$ cat config.mk
export PLATFORM = sky130hd
export DESIGN_NAME = clk_src_switch
export DESIGN_NICKNAME = d
export VERILOG_FILES = /design/src/rtl/clk_src_switch.sv
export SDC_FILE = /design/constraint.sdc
export NUM_CORES = 1
export LEC_CHECK = 0
export ABC_CLOCK_PERIOD_IN_PS = 1800
export BUFFER_PORTS_ARGS = -buffer_cell sky130_fd_sc_hd__buf_2
export CAP_MARGIN = 10
export CORE_AREA = 8 8 45 47
export CTS_CLUSTER_DIAMETER = 150
export DETAILED_ROUTE_END_ITERATION = 12
export DIE_AREA = 0 0 53 55
export PLACE_DENSITY_LB_ADDON = 0.25
export SLEW_MARGIN = 15
export SYNTH_ARGS = -nofsm -noshare
export SYNTH_HDL_FRONTEND = slang
export SYNTH_SLANG_ARGS = --single-unit
$ cat constraint.sdc
create_clock -name clk -period 1.8 [get_ports clk]
set_clock_uncertainty 0.15 [all_clocks]
set_input_delay 0.36 -clock clk [delete_from_list [all_inputs] [get_ports clk]]
set_output_delay 0.36 -clock clk [all_outputs]
set_load 0.1 [all_outputs]
$ cat src/rtl/clk_src_switch.sv
module clk_src_switch #(
  parameter int SEL_W = 2,
  parameter int DELAY = 3
) (
  input  logic             clk,
  input  logic             rst_n,
  input  logic             wr_en,
  input  logic             wr_enable,
  input  logic [SEL_W-1:0] wr_sel,
  output logic             busy,
  output logic             clk_en_out,
  output logic [SEL_W-1:0] sel_out,
  output logic             err
);
  localparam int CW = $clog2(DELAY + 1);

  logic             en_q;
  logic [SEL_W-1:0] sel_q;
  logic [CW-1:0]    cnt;

  assign busy = (cnt != '0);

  wire sel_locked = en_q && (wr_sel != sel_q);
  wire accept     = wr_en && !busy && !sel_locked;
  wire change     = accept && ((wr_enable != en_q) || (wr_sel != sel_q));

  always_ff @(posedge clk or negedge rst_n) begin
    if (!rst_n) begin
      en_q       <= 1'b0;
      sel_q      <= '0;
      cnt        <= '0;
      clk_en_out <= 1'b0;
      sel_out    <= '0;
      err        <= 1'b0;
    end else begin
      if (wr_en && busy) err <= 1'b1;
      if (change) begin
        en_q  <= wr_enable;
        sel_q <= wr_sel;
        cnt   <= CW'(DELAY);
      end else if (busy) begin
        cnt <= cnt - 1'b1;
      end
      if (cnt == CW'(1)) begin
        clk_en_out <= en_q;
        sel_out    <= sel_q;
      end
    end
  end

  assert_err_sticky_R7: assert property (@(posedge clk) disable iff (!rst_n)
    err |=> err);
  assert_busy_write_flags_R6: assert property (@(posedge clk) disable iff (!rst_n)
    (busy && wr_en) |=> err);
  assert_busy_write_dropped_R6: assert property (@(posedge clk) disable iff (!rst_n)
    (busy && wr_en) |=> ($stable(en_q) && $stable(sel_q)));
  assert_outputs_hold_when_idle_R3: assert property (@(posedge clk) disable iff (!rst_n)
    !busy |=> ($stable(clk_en_out) && $stable(sel_out)));
  assert_sel_fixed_while_on_R5: assert property (@(posedge clk) disable iff (!rst_n)
    clk_en_out |=> $stable(sel_out));
  assert_locked_write_no_busy_R5: assert property (@(posedge clk) disable iff (!rst_n)
    (!busy && wr_en && en_q && (wr_sel != sel_q)) |=> !busy);
endmodule

==> summary.txt <==
Outcome
  – Outcome: complete, no violations

Floorplan
  – # rows: 14
  – I/O pin total: 11
  – Die area: 0.00292 mm^2
  – Initial core utilization: 0.322
  – Core area: 0.00138 mm^2
  – Die H: 55 um
  – DIE WIDTH: 53 um

Synthesis
  – Yosys warns: 0
  – Avg Cell Area, Syn: 13.1 um^2
  – Register area share after synthesis: 0.506
  – Distinct cells, synth: 16
  – Netlist Area Pre-Place: 445 um^2
  – Post-Synthesis Cells: 34
  – Post-synthesis register bit count: 9
  – Post-Syn Nets: 42

Drt
  – WL per Instance: 12.1 um
  – Pre-antenna DRT Iters: 1
  – Routed Antenna Nets: 0
  – DRT iter0 DRCs: 0
  – WL final: 786 um
  – Vias/cell: 4.49
  – DRC Markers: 0
  – Via count: 292

Timing
  – RSZ-0062 raised after global routing: no
  – Pins Over Slew Limit: 0
  – Period utilization: 0.957
  – Relative slew slack: 0.676
  – Worst-margin pin slew: 0.490 ns
  – Min Tclk post-route: 1.72 ns
  – Fmax achieved: 581 MHz
  – Fin Setup TNS: 0 ns
  – Final hold vios: 0
  – # setup viols final: 0

Worst setup path
  – Critical Path RT: 1.29 ns
  – Reg2Reg Depth: 5
  – Critical Path Max Stage Delay: 0.39 ns
  – Crit-path cells: inv_1 -> ha_4 -> inv_1 -> buf_12
  – Worst setup path category: flip-flop to output pin
  – Largest fanout on the critical path: 5
  – CP Buf/Inv Count: 3
  – Arrival time at the worst endpoint: 1.21 ns
  – CP startpoint kind: flip-flop
  – Worst R2R Setup Slack: 0.25 ns
  – Slowest stage cell, crit path: dfrtp_1
  – Reg-to-Reg End: sel_q[1]
  – Type of destination of the critical path: output pin
  – CP most frequent cell: inv_1
  – Worst reg2reg startpoint: cnt[0]
  – Crit path max-delay family: flip-flops

Worst hold path
  – Worst hold path depth: 3
  – WHS Endpoint: en_q
  – Hold Crit Start: wr_enable
  – Hold Path Class: input port to flip-flop

Clocking
  – Total CTS buffers: 3
  – Clk slew on worst S/H paths: 0.06 ns
  – Clk buf depth: 2
  – CTS tree: built
  – Worst-Skew Late Latency: 0.26 ns
  – Clk sinks: 9
  – Number of H-tree levels: 1
  – Setup bufs post-CTS: 0
  – Root Buffer: clkbuf_4

Global route
  – Largest net degree at the start of global routing: 10
  – Initial antenna violation count: 0
  – Vias in the first global route: 323
  – GRT Overall Usage: 0.0667
  – First-pass GRT wire length: 1410 um
  – Total congestion overflow: 0

Placed design
  – RD Place Congestion: 0.655
  – PortBufs: 10

Layout
  – Layout cell share with drive strength beyond 1: 0.490
  – Layout area overhead: 30.1%
  – Final net count: 58
  – Fill count: 134
  – Inserted Diodes: 0
  – Most frequent cells in the layout: 9 x dfrtp_1, 9 x buf_2, 5 x mux2_2

Job
  – Max_cap viols: 0
layer usage:
layer,vias to the layer above,GRT usage,wire (um)
met5,-,0,0
met4,0,0,0
met3,0,0.0535,77
met2,10,0.107,362
met1,137,0.0715,346
li1,145,-,-
how the worst max path moves through the flow:
stage | endpoint | cells after the start | startpoint
2_1_floorplan | busy | 3 | cnt[0]
4_1_cts | busy | 4 | cnt[0]
3_5_place_dp | sel_q[1] | 5 | cnt[0]
5_1_grt | busy | 4 | cnt[0]
6_report | busy | 4 | cnt[0]
3_3_place_gp | sel_q[1] | 5 | cnt[0]
synth_stat cells (all sizes together):
cell,count,area (um^2)
a21o,1,7.51
o31ai,1,7.51
o21ai,1,8.76
nand2,3,11.3
xor2,3,33.8
mux2i,1,10.0
nor2,1,3.75
nand3,1,5.00
and2b,1,8.76
dfrtp,9,225
mux2,6,71.3
inv,3,11.3
o311ai,1,16.3
ha,2,25.0
logic make-up (layout without fill, tap and decap cells):
| kind of cell | Yosys count | in the layout | synth area share |
|---|---|---|---|
| AOI/OAI and AO/OA | 4 | 4 | 0.0899 |
| buffers and inverters | 3 | 18 | 0.0253 |
| DFF | 9 | 9 | 0.506 |
| adders and majority gates | 2 | 2 | 0.0562 |
| and+or+nand+nor | 6 | 6 | 0.0646 |
| xor gates and xnor gates | 3 | 3 | 0.0759 |
| muxes | 7 | 7 | 0.183 |
layout make-up:
type,instances,area (um^2),area share
Multi-Input combinational cell,22,221,0.382
Timing Repair Buffer,11,75.1,0.130
Inverter,3,11.3,0.0194
Sequential cell,9,225,0.389
Clock buffer,4,26.3,0.0454
Tap cell,16,20.0,0.0346
repair_timing:
action,4_1_cts,5_1_grt
hold endpoints to repair,9,0
pin swaps,0,0
endpoints found under the setup margin,1,1
gates cloned,0,0
resized for setup,1,1
hold buffers,1,0
metrics by stage:
step	instances	cell area [um^2]	util	hold WS [ns]	setup slack, ns
6_report	65	579	0.419	0.204	0.0776
3_3_place_gp	60	531	0.383	0.0713	0.219
2_1_floorplan	34	445	-	-0.0856	0.0415
5_1_grt	65	579	0.419	0.205	0.00487
3_5_place_dp	60	531	0.383	0.0716	0.191
4_1_cts	65	569	0.411	0.199	0.0387
worst reg2reg max path, delay by kind of cell, from the launching register on:
family,cells,cell delay [ns]
AND/OR/NAND/NOR,2,0.22
buffers and inverters,1,0.14
adder cells (fa/ha/maj),1,0.18
multiplexers,1,0.35
flip-flops,1,0.39
registers in the layout (all words and copies together), names as in the netlist:
signal	cells
err	1
sel_out	2
en_q	1
sel_q	2
cnt	2
clk_en_out	1
Power is not shown: default switching activity piles up to over one toggle a cycle in this logic, so the estimate is an artifact.
